## config.mk

```make
export PLATFORM = sky130hd
export DESIGN_NAME = qdec_channel
export DESIGN_NICKNAME = d
export VERILOG_FILES = /design/src/rtl/qdec_pkg.sv /design/src/rtl/qdec_sync.sv /design/src/rtl/qdec_phase_fsm.sv /design/src/rtl/qdec_count_core.sv /design/src/rtl/qdec_hostif.sv /design/src/rtl/qdec_channel.sv
export SDC_FILE = /design/constraint.sdc
export NUM_CORES = 1
export LEC_CHECK = 0
export BUFFER_PORTS_ARGS = -buffer_cell sky130_fd_sc_hd__buf_2
export CAP_MARGIN = 20
export CORE_MARGIN = 1.5
export CORE_UTILIZATION = 54
export CTS_CLUSTER_SIZE = 30
export DETAILED_ROUTE_END_ITERATION = 6
export GPL_ROUTABILITY_DRIVEN = 0
export GPL_TIMING_DRIVEN = 0
export HOLD_SLACK_MARGIN = 0.12
export PLACE_DENSITY = 0.71
export SLEW_MARGIN = 40
export SYNTH_ARGS = -nofsm -noshare
export SYNTH_HDL_FRONTEND = slang
export SYNTH_HIERARCHICAL = 1
export SYNTH_SLANG_ARGS = --single-unit
```

## constraint.sdc

```tcl
create_clock -name clk -period 8.58 [get_ports clk]
set_clock_uncertainty 0.1 [all_clocks]
set_input_delay 0.858 -clock clk [delete_from_list [all_inputs] [get_ports clk]]
set_output_delay 0.858 -clock clk [all_outputs]
set_load 0.02 [all_outputs]
```

## src/rtl/qdec_pkg.sv

```systemverilog
package qdec_pkg;

    // Sampled {A,B} pair doubles as the phase state.
    typedef enum logic [1:0] {
        PH_00 = 2'b00,
        PH_01 = 2'b01,
        PH_10 = 2'b10,
        PH_11 = 2'b11
    } phase_t;

    typedef enum logic [1:0] {
        QM_NONE = 2'd0,
        QM_X1   = 2'd1,
        QM_X2   = 2'd2,
        QM_X4   = 2'd3
    } qmode_t;

    // Control-write groups, selected by bits 7:5.
    localparam logic [2:0] GRP_CMD  = 3'b000;
    localparam logic [2:0] GRP_MODE = 3'b001;

    // Flag byte bit positions.
    localparam int FL_BORROW = 0;
    localparam int FL_CARRY  = 1;
    localparam int FL_CMP    = 2;
    localparam int FL_SIGN   = 3;
    localparam int FL_ERR    = 4;
    localparam int FL_UP     = 5;

endpackage

```

## src/rtl/qdec_sync.sv

```systemverilog
module qdec_sync #(
    parameter int W      = 2,
    parameter int STAGES = 2
) (
    input  logic         clk,
    input  logic         rst_n,
    input  logic [W-1:0] d,
    output logic [W-1:0] q
);
    localparam int CHAIN_W = W * STAGES;

    logic [CHAIN_W-1:0] chain_q;

    generate
        if (STAGES == 1) begin : g_single
            always_ff @(posedge clk or negedge rst_n) begin
                if (!rst_n) chain_q <= '0;
                else        chain_q <= d;
            end
        end else begin : g_multi
            always_ff @(posedge clk or negedge rst_n) begin
                if (!rst_n) chain_q <= '0;
                else        chain_q <= {chain_q[CHAIN_W-W-1:0], d};
            end
        end
    endgenerate

    assign q = chain_q[CHAIN_W-1 -: W];

endmodule

```

## src/rtl/qdec_phase_fsm.sv

```systemverilog
module qdec_phase_fsm
    import qdec_pkg::*;
(
    input  logic       clk,
    input  logic       rst_n,
    input  logic [1:0] ab_now,
    input  qmode_t     mode,
    output logic       step_up,
    output logic       step_dn,
    output logic       err_evt,
    output logic       dir_up
);
    phase_t state_q;
    phase_t state_d;
    logic   fwd;
    logic   rev;
    logic   a_chg;
    logic   b_chg;
    logic   a_rise;

    assign state_d = phase_t'(ab_now);

    // State register
    always_ff @(posedge clk or negedge rst_n) begin
        if (!rst_n) state_q <= PH_00;
        else        state_q <= state_d;
    end

    // Transition classification and step outputs
    always_comb begin
        fwd = 1'b0;
        rev = 1'b0;
        unique case (state_q)
            PH_00: begin
                fwd = (ab_now == 2'b10);
                rev = (ab_now == 2'b01);
            end
            PH_10: begin
                fwd = (ab_now == 2'b11);
                rev = (ab_now == 2'b00);
            end
            PH_11: begin
                fwd = (ab_now == 2'b01);
                rev = (ab_now == 2'b10);
            end
            PH_01: begin
                fwd = (ab_now == 2'b00);
                rev = (ab_now == 2'b11);
            end
        endcase

        a_chg  = ab_now[1] ^ state_q[1];
        b_chg  = ab_now[0] ^ state_q[0];
        a_rise = ab_now[1] & ~state_q[1];

        step_up = 1'b0;
        step_dn = 1'b0;
        err_evt = 1'b0;
        unique case (mode)
            QM_NONE: begin
                step_up = a_rise &  ab_now[0];
                step_dn = a_rise & ~ab_now[0];
            end
            QM_X1: begin
                step_up = (state_q == PH_00) && (ab_now == 2'b10);
                step_dn = (state_q == PH_10) && (ab_now == 2'b00);
                err_evt = a_chg & b_chg;
            end
            QM_X2: begin
                step_up = fwd & a_chg;
                step_dn = rev & a_chg;
                err_evt = a_chg & b_chg;
            end
            QM_X4: begin
                step_up = fwd;
                step_dn = rev;
                err_evt = a_chg & b_chg;
            end
        endcase
    end

    // Direction indication
    always_ff @(posedge clk or negedge rst_n) begin
        if (!rst_n)                dir_up <= 1'b0;
        else if (mode == QM_NONE)  dir_up <= ab_now[0];
        else if (fwd)              dir_up <= 1'b1;
        else if (rev)              dir_up <= 1'b0;
    end

endmodule

```

## src/rtl/qdec_count_core.sv

```systemverilog
module qdec_count_core #(
    parameter int CNT_W = 24
) (
    input  logic             clk,
    input  logic             rst_n,
    input  logic             step_up,
    input  logic             step_dn,
    input  logic             err_evt,
    input  logic             load,
    input  logic             clr_bcs,
    input  logic             clr_err,
    input  logic [CNT_W-1:0] preset,
    output logic [CNT_W-1:0] cnt_q,
    output logic             borrow_q,
    output logic             carry_q,
    output logic             cmp_q,
    output logic             sign_q,
    output logic             error_q
);
    localparam logic [CNT_W-1:0] CNT_MAX  = '1;
    localparam logic [CNT_W-1:0] CNT_ZERO = '0;
    localparam logic [CNT_W-1:0] CNT_ONE  = {{(CNT_W-1){1'b0}}, 1'b1};

    logic [CNT_W-1:0] cnt_d;
    logic             moving;
    logic             wrap_up;
    logic             wrap_dn;

    always_comb begin
        cnt_d  = cnt_q;
        moving = 1'b0;
        if (load) begin
            cnt_d = preset;
        end else if (step_up) begin
            cnt_d  = cnt_q + CNT_ONE;
            moving = 1'b1;
        end else if (step_dn) begin
            cnt_d  = cnt_q - CNT_ONE;
            moving = 1'b1;
        end
    end

    assign wrap_up = !load && step_up && (cnt_q == CNT_MAX);
    assign wrap_dn = !load && !step_up && step_dn && (cnt_q == CNT_ZERO);

    always_ff @(posedge clk or negedge rst_n) begin
        if (!rst_n) begin
            cnt_q    <= '0;
            borrow_q <= 1'b0;
            carry_q  <= 1'b0;
            cmp_q    <= 1'b0;
            sign_q   <= 1'b0;
            error_q  <= 1'b0;
        end else begin
            cnt_q    <= cnt_d;
            borrow_q <= (borrow_q & ~clr_bcs) | wrap_dn;
            carry_q  <= (carry_q  & ~clr_bcs) | wrap_up;
            cmp_q    <= (cmp_q    & ~clr_bcs) | (moving && (cnt_d == preset));
            sign_q   <= (sign_q   & ~clr_bcs) | (moving && cnt_d[CNT_W-1]);
            error_q  <= (error_q  & ~clr_err) | err_evt;
        end
    end

endmodule

```

## src/rtl/qdec_hostif.sv

```systemverilog
module qdec_hostif
    import qdec_pkg::*;
#(
    parameter int CNT_W = 24
) (
    input  logic             clk,
    input  logic             rst_n,
    input  logic             addr,
    input  logic             wr,
    input  logic             rd,
    input  logic [7:0]       wdata,
    input  logic [CNT_W-1:0] cnt,
    input  logic [7:0]       flags,
    output logic [7:0]       rdata,
    output logic [CNT_W-1:0] preset_q,
    output logic [CNT_W-1:0] latch_q,
    output qmode_t           mode_q,
    output logic             load_cmd,
    output logic             latch_cmd,
    output logic             clr_bcs,
    output logic             clr_err
);
    localparam int NB = CNT_W / 8;
    localparam int PW = (NB > 1) ? $clog2(NB) : 1;
    localparam logic [PW-1:0] PTR_LAST = PW'(NB - 1);

    logic [PW-1:0] ptr_q;
    logic          data_wr;
    logic          data_rd;
    logic          cmd_wr;
    logic          mode_wr;
    logic          ptr_rst;
    logic [7:0]    lat_byte;

    assign data_wr   = wr & ~addr;
    assign data_rd   = rd & ~addr;
    assign cmd_wr    = wr & addr & (wdata[7:5] == GRP_CMD);
    assign mode_wr   = wr & addr & (wdata[7:5] == GRP_MODE);
    assign ptr_rst   = cmd_wr & wdata[0];
    assign latch_cmd = cmd_wr & wdata[4];
    assign load_cmd  = cmd_wr & wdata[3];
    assign clr_bcs   = cmd_wr & (wdata[2:1] == 2'b01);
    assign clr_err   = cmd_wr & (wdata[2:1] == 2'b11);

    always_ff @(posedge clk or negedge rst_n) begin
        if (!rst_n) begin
            ptr_q    <= '0;
            preset_q <= '0;
            latch_q  <= '0;
            mode_q   <= QM_NONE;
        end else begin
            if (ptr_rst)
                ptr_q <= '0;
            else if (data_wr || data_rd)
                ptr_q <= (ptr_q == PTR_LAST) ? '0 : ptr_q + PW'(1);
            if (data_wr) begin
                for (int b = 0; b < NB; b++)
                    if (ptr_q == PW'(b)) preset_q[b*8 +: 8] <= wdata;
            end
            if (latch_cmd) latch_q <= cnt;
            if (mode_wr)   mode_q  <= qmode_t'(wdata[4:3]);
        end
    end

    always_comb begin
        lat_byte = 8'h00;
        for (int b = 0; b < NB; b++)
            if (ptr_q == PW'(b)) lat_byte = latch_q[b*8 +: 8];
        rdata = addr ? flags : lat_byte;
    end

endmodule

```

## src/rtl/qdec_channel.sv

```systemverilog
module qdec_channel
    import qdec_pkg::*;
#(
    parameter int CNT_W       = 24,
    parameter int SYNC_STAGES = 2
) (
    input  logic       clk,
    input  logic       rst_n,
    input  logic       host_addr,
    input  logic       host_wr,
    input  logic       host_rd,
    input  logic [7:0] host_wdata,
    output logic [7:0] host_rdata,
    input  logic       phase_a,
    input  logic       phase_b
);
    logic [1:0]       ab_sync;
    qmode_t           mode_q;
    logic             step_up;
    logic             step_dn;
    logic             err_evt;
    logic             dir_up;
    logic [CNT_W-1:0] cnt_q;
    logic [CNT_W-1:0] preset_q;
    logic [CNT_W-1:0] latch_q;
    logic             load_cmd;
    logic             latch_cmd;
    logic             clr_bcs;
    logic             clr_err;
    logic             borrow_f;
    logic             carry_f;
    logic             cmp_f;
    logic             sign_f;
    logic             error_f;
    logic [7:0]       flag_byte;

    qdec_sync #(.W(2), .STAGES(SYNC_STAGES)) u_sync (
        .clk   (clk),
        .rst_n (rst_n),
        .d     ({phase_a, phase_b}),
        .q     (ab_sync)
    );

    qdec_phase_fsm u_fsm (
        .clk     (clk),
        .rst_n   (rst_n),
        .ab_now  (ab_sync),
        .mode    (mode_q),
        .step_up (step_up),
        .step_dn (step_dn),
        .err_evt (err_evt),
        .dir_up  (dir_up)
    );

    qdec_count_core #(.CNT_W(CNT_W)) u_core (
        .clk      (clk),
        .rst_n    (rst_n),
        .step_up  (step_up),
        .step_dn  (step_dn),
        .err_evt  (err_evt),
        .load     (load_cmd),
        .clr_bcs  (clr_bcs),
        .clr_err  (clr_err),
        .preset   (preset_q),
        .cnt_q    (cnt_q),
        .borrow_q (borrow_f),
        .carry_q  (carry_f),
        .cmp_q    (cmp_f),
        .sign_q   (sign_f),
        .error_q  (error_f)
    );

    always_comb begin
        flag_byte            = 8'h00;
        flag_byte[FL_BORROW] = borrow_f;
        flag_byte[FL_CARRY]  = carry_f;
        flag_byte[FL_CMP]    = cmp_f;
        flag_byte[FL_SIGN]   = sign_f;
        flag_byte[FL_ERR]    = error_f;
        flag_byte[FL_UP]     = dir_up;
    end

    qdec_hostif #(.CNT_W(CNT_W)) u_host (
        .clk       (clk),
        .rst_n     (rst_n),
        .addr      (host_addr),
        .wr        (host_wr),
        .rd        (host_rd),
        .wdata     (host_wdata),
        .cnt       (cnt_q),
        .flags     (flag_byte),
        .rdata     (host_rdata),
        .preset_q  (preset_q),
        .latch_q   (latch_q),
        .mode_q    (mode_q),
        .load_cmd  (load_cmd),
        .latch_cmd (latch_cmd),
        .clr_bcs   (clr_bcs),
        .clr_err   (clr_err)
    );

endmodule

```

==> reports/metrics.yaml <==
run_status: "finished, violations left"
violations: "design-rule violations"
seq_area_mm2: 0.00220
cp.required_ps: 8740
cts_root_buf: "clkbuf_8"
worstReg2RegEnd: "u_core/cmp_q"
grt_antenna_before_repair: 0
routed_wirelength_mm: 13.6
wire_per_inst_um: 19.9
rr_worst_depth: 15
worstSkewPairLatency_ps: 360
post-dp-hpwl_mm: 10.3
via_count: 4220
placed_cell_area_mm2: 0.00570
cts_buffer_depth: 2
design_area_mm2: 0.00593
via_per_inst: 6.19
finalCriticalPeriod_ps: 4620
fin_cells: 682
synth_edf_count: 0
grt_usage: 0.274
synthFlopType: "dfrtp_1"
p_leak_nw: 2.46
multi_input_area_mm2: 0.00283
yosysWarningCount: 6
hold_end: "u_sync/chain_q[2]"
core_mm2: 0.00973
io_buffers: 22
cp-end-kind: "flop"
critPathMaxFanout: 10
syn_to_final_growth_pct: 10.1
layout_common_cells: "dfrtp_1, mux2_2, nand2_1, buf_2, inv_1"
p_int_mw: 1.12
synthArstFlopShare: 1.00
vdd_drop_max_mv: 0.188
nFillCells: 845
cts.repair.resized: 0
switching_power_mw: 0.719
arrival_ps: 4780
grt_overflow_total: 0
grt_pass1_vias: 4091
worstHoldPathCells: 0
die_w_um: 103
slew_viol_final: 0
n_antenna_cell: 0
drt_iter0_drc: 436
grt_pass1_wl_mm: 21.8
antenna_left: 0
drive_above_1_share: 0.264
power_density_mw_per_mm2: 310
rr_startpoint: "u_sync/chain_q[3]"
rows: 36
worst_pin_slew_ps: 686
holdCritStartpoint: "u_sync/chain_q[0]"
slew_headroom: 0.538
ctsHoldBuffers: 0
synth_seq_cells: 88
die_h_um: 103
final_common_cell: "dfrtp_1"
synth_area_per_cell_um2: 10.6
clk_pin_slew_worst_paths_ps: 90
sequentialPowerShare: 0.413
setup_viol: 0
fin_crit_sh: 0.538
max_cap_violations: 0
dp.cells: 666
finalHoldViolCount: 0
r2r_slack_ps: 3960
ios: 23
ys_seq_area_frac: 0.409
critPathLaunch: "u_sync/chain_q[3]"
p_total_mw: 1.84
cts.sinks: 88
critPathKind: "reg -> reg"
h-tree-depth: 3
grt_start_max_net_pins: 55
pwr-share-comb: 0.412
crit_path_start_kind: "flop"
nNetsFinal: 562
drc_errors: 3
cts_tree: "yes"
p_clk_frac: 0.175
tns_ps: 0
ys_types: 79
rsz0062_at_grt: "no"
max_freq_ghz: 0.216
swShare: 0.391
finish.utilization: 0.610
syn_inst: 509
initial_core_util: 0.554
post-cts-setup-buffers: 0
min_path_type: "reg -> reg"
die_area_mm2: 0.0106
synth_area_mm2: 0.00539
drtPass1Iterations: 7
numCtsBuffers: 9
-- state kept, by name (all words and copies together) (netlist names), 2 cells and up --
| register | count |
|---|---|
| u_host/mode_q | 2 |
| u_host/preset_q | 24 |
| u_host/ptr_q | 2 |
| u_sync/chain_q | 4 |
| u_host/latch_q | 24 |
| u_fsm/state_q | 2 |
| u_core/cnt_q | 24 |
-- worst max-delay path by stage --
stage / end / slack, ps / cells after the start
floorplan: u_core/cmp_q / 5000 / 13
global placement: u_core/cmp_q / 4210 / 15
detailed placement: u_core/cmp_q / 4150 / 15
CTS: u_core/cmp_q / 4110 / 15
global route: u_core/cmp_q / 3770 / 15
finish: u_core/cmp_q / 3960 / 15
-- critical path: stages, from the launching register on --
cell and delay (ps):
dfrtp_1 370, buf_4 150, ha_1 300, inv_1 50, o21ai_0 110, o22ai_1 570, buf_2 330, buf_1 450
nand3_1 140, nor4_1 540, a22oi_1 210, xor2_1 310, xnor2_1 110, nor4b_1 360, a41oi_1 250, o22ai_1 170
-- power by group through the flow --
stage	registers, mW	clock network, mW	logic, mW
after CTS	0.759	0.329	0.744
final	0.760	0.322	0.759
after floorplan	0.690	0	0.593
after global routing	0.782	0.347	0.820
after global placement	0.758	0	0.722
after detailed placement	0.767	0	0.740
-- layout make-up --
| cell class | instances | share of cell area |
|---|---|---|
| Clock buffer | 10 | 0.0232 |
| Inverter | 26 | 0.0165 |
| Tap cell | 133 | 0.0281 |
| Sequential cell | 88 | 0.371 |
| Buffer | 32 | 0.0441 |
| Clock inverter | 6 | 0.0152 |
| Timing Repair Buffer | 23 | 0.0243 |
| Multi-Input combinational cell | 364 | 0.478 |
-- through the flow --
| stage | setup slack (ps) | hold WS, ps |
|---|---|---|
| 2_1_floorplan | 5000 | 231 |
| 3_3_place_gp | 4210 | 232 |
| 3_5_place_dp | 4150 | 235 |
| 4_1_cts | 4110 | 257 |
| 5_1_grt | 3770 | 281 |
| 6_report | 3960 | 254 |
-- synth_stat cells (all sizes together) (3+ instances only) --
master  count  area share
a21oi      19       0.018
and3        5      0.0058
nor2b       7      0.0081
and3b       4      0.0067
nand3      11       0.010
nand2      38       0.026
or3         5      0.0067
xor2       18       0.031
o21ai      28       0.026
or4         3      0.0051
nor3       15       0.016
a221oi     12       0.021
clkbuf      7      0.0093
ha          3      0.0070
mux2i       6       0.011
mux2       61        0.14
xnor3       3       0.013
dfrtp      88        0.41
or4b        4      0.0074
nand4      10       0.012
nor4b       5       0.011
buf        25       0.039
xnor2      23       0.037
nor2       26       0.020
a22oi       6      0.0084
inv        26       0.018
nor4        8       0.010
o22ai       7      0.0081
-- metal layers --
layer | global-route usage | wire [um] | vias up
li1 | - | - | 1913
met3 | 0.0434 | 1100 | 43
met1 | 0.396 | 6030 | 2042
met2 | 0.424 | 6050 | 222
met4 | 0.0925 | 402 | 0
met5 | 0 | 0 | -
-- logic make-up (layout without fill, tap and decap cells) --
| group | count (synthesis) | after routing | share of synthesized area |
|---|---|---|---|
| AOI/OAI and AO/OA | 96 | 96 | 0.121 |
| xor gates and xnor gates | 44 | 44 | 0.0808 |
| adders and majority gates | 3 | 3 | 0.00696 |
| buffers and inverters | 58 | 97 | 0.0666 |
| DFF | 88 | 88 | 0.409 |
| muxes | 67 | 67 | 0.152 |
| other | 1 | 2 | 0.000696 |
| and+or+nand+nor | 152 | 152 | 0.163 |
(Power assumes the default switching activity.)
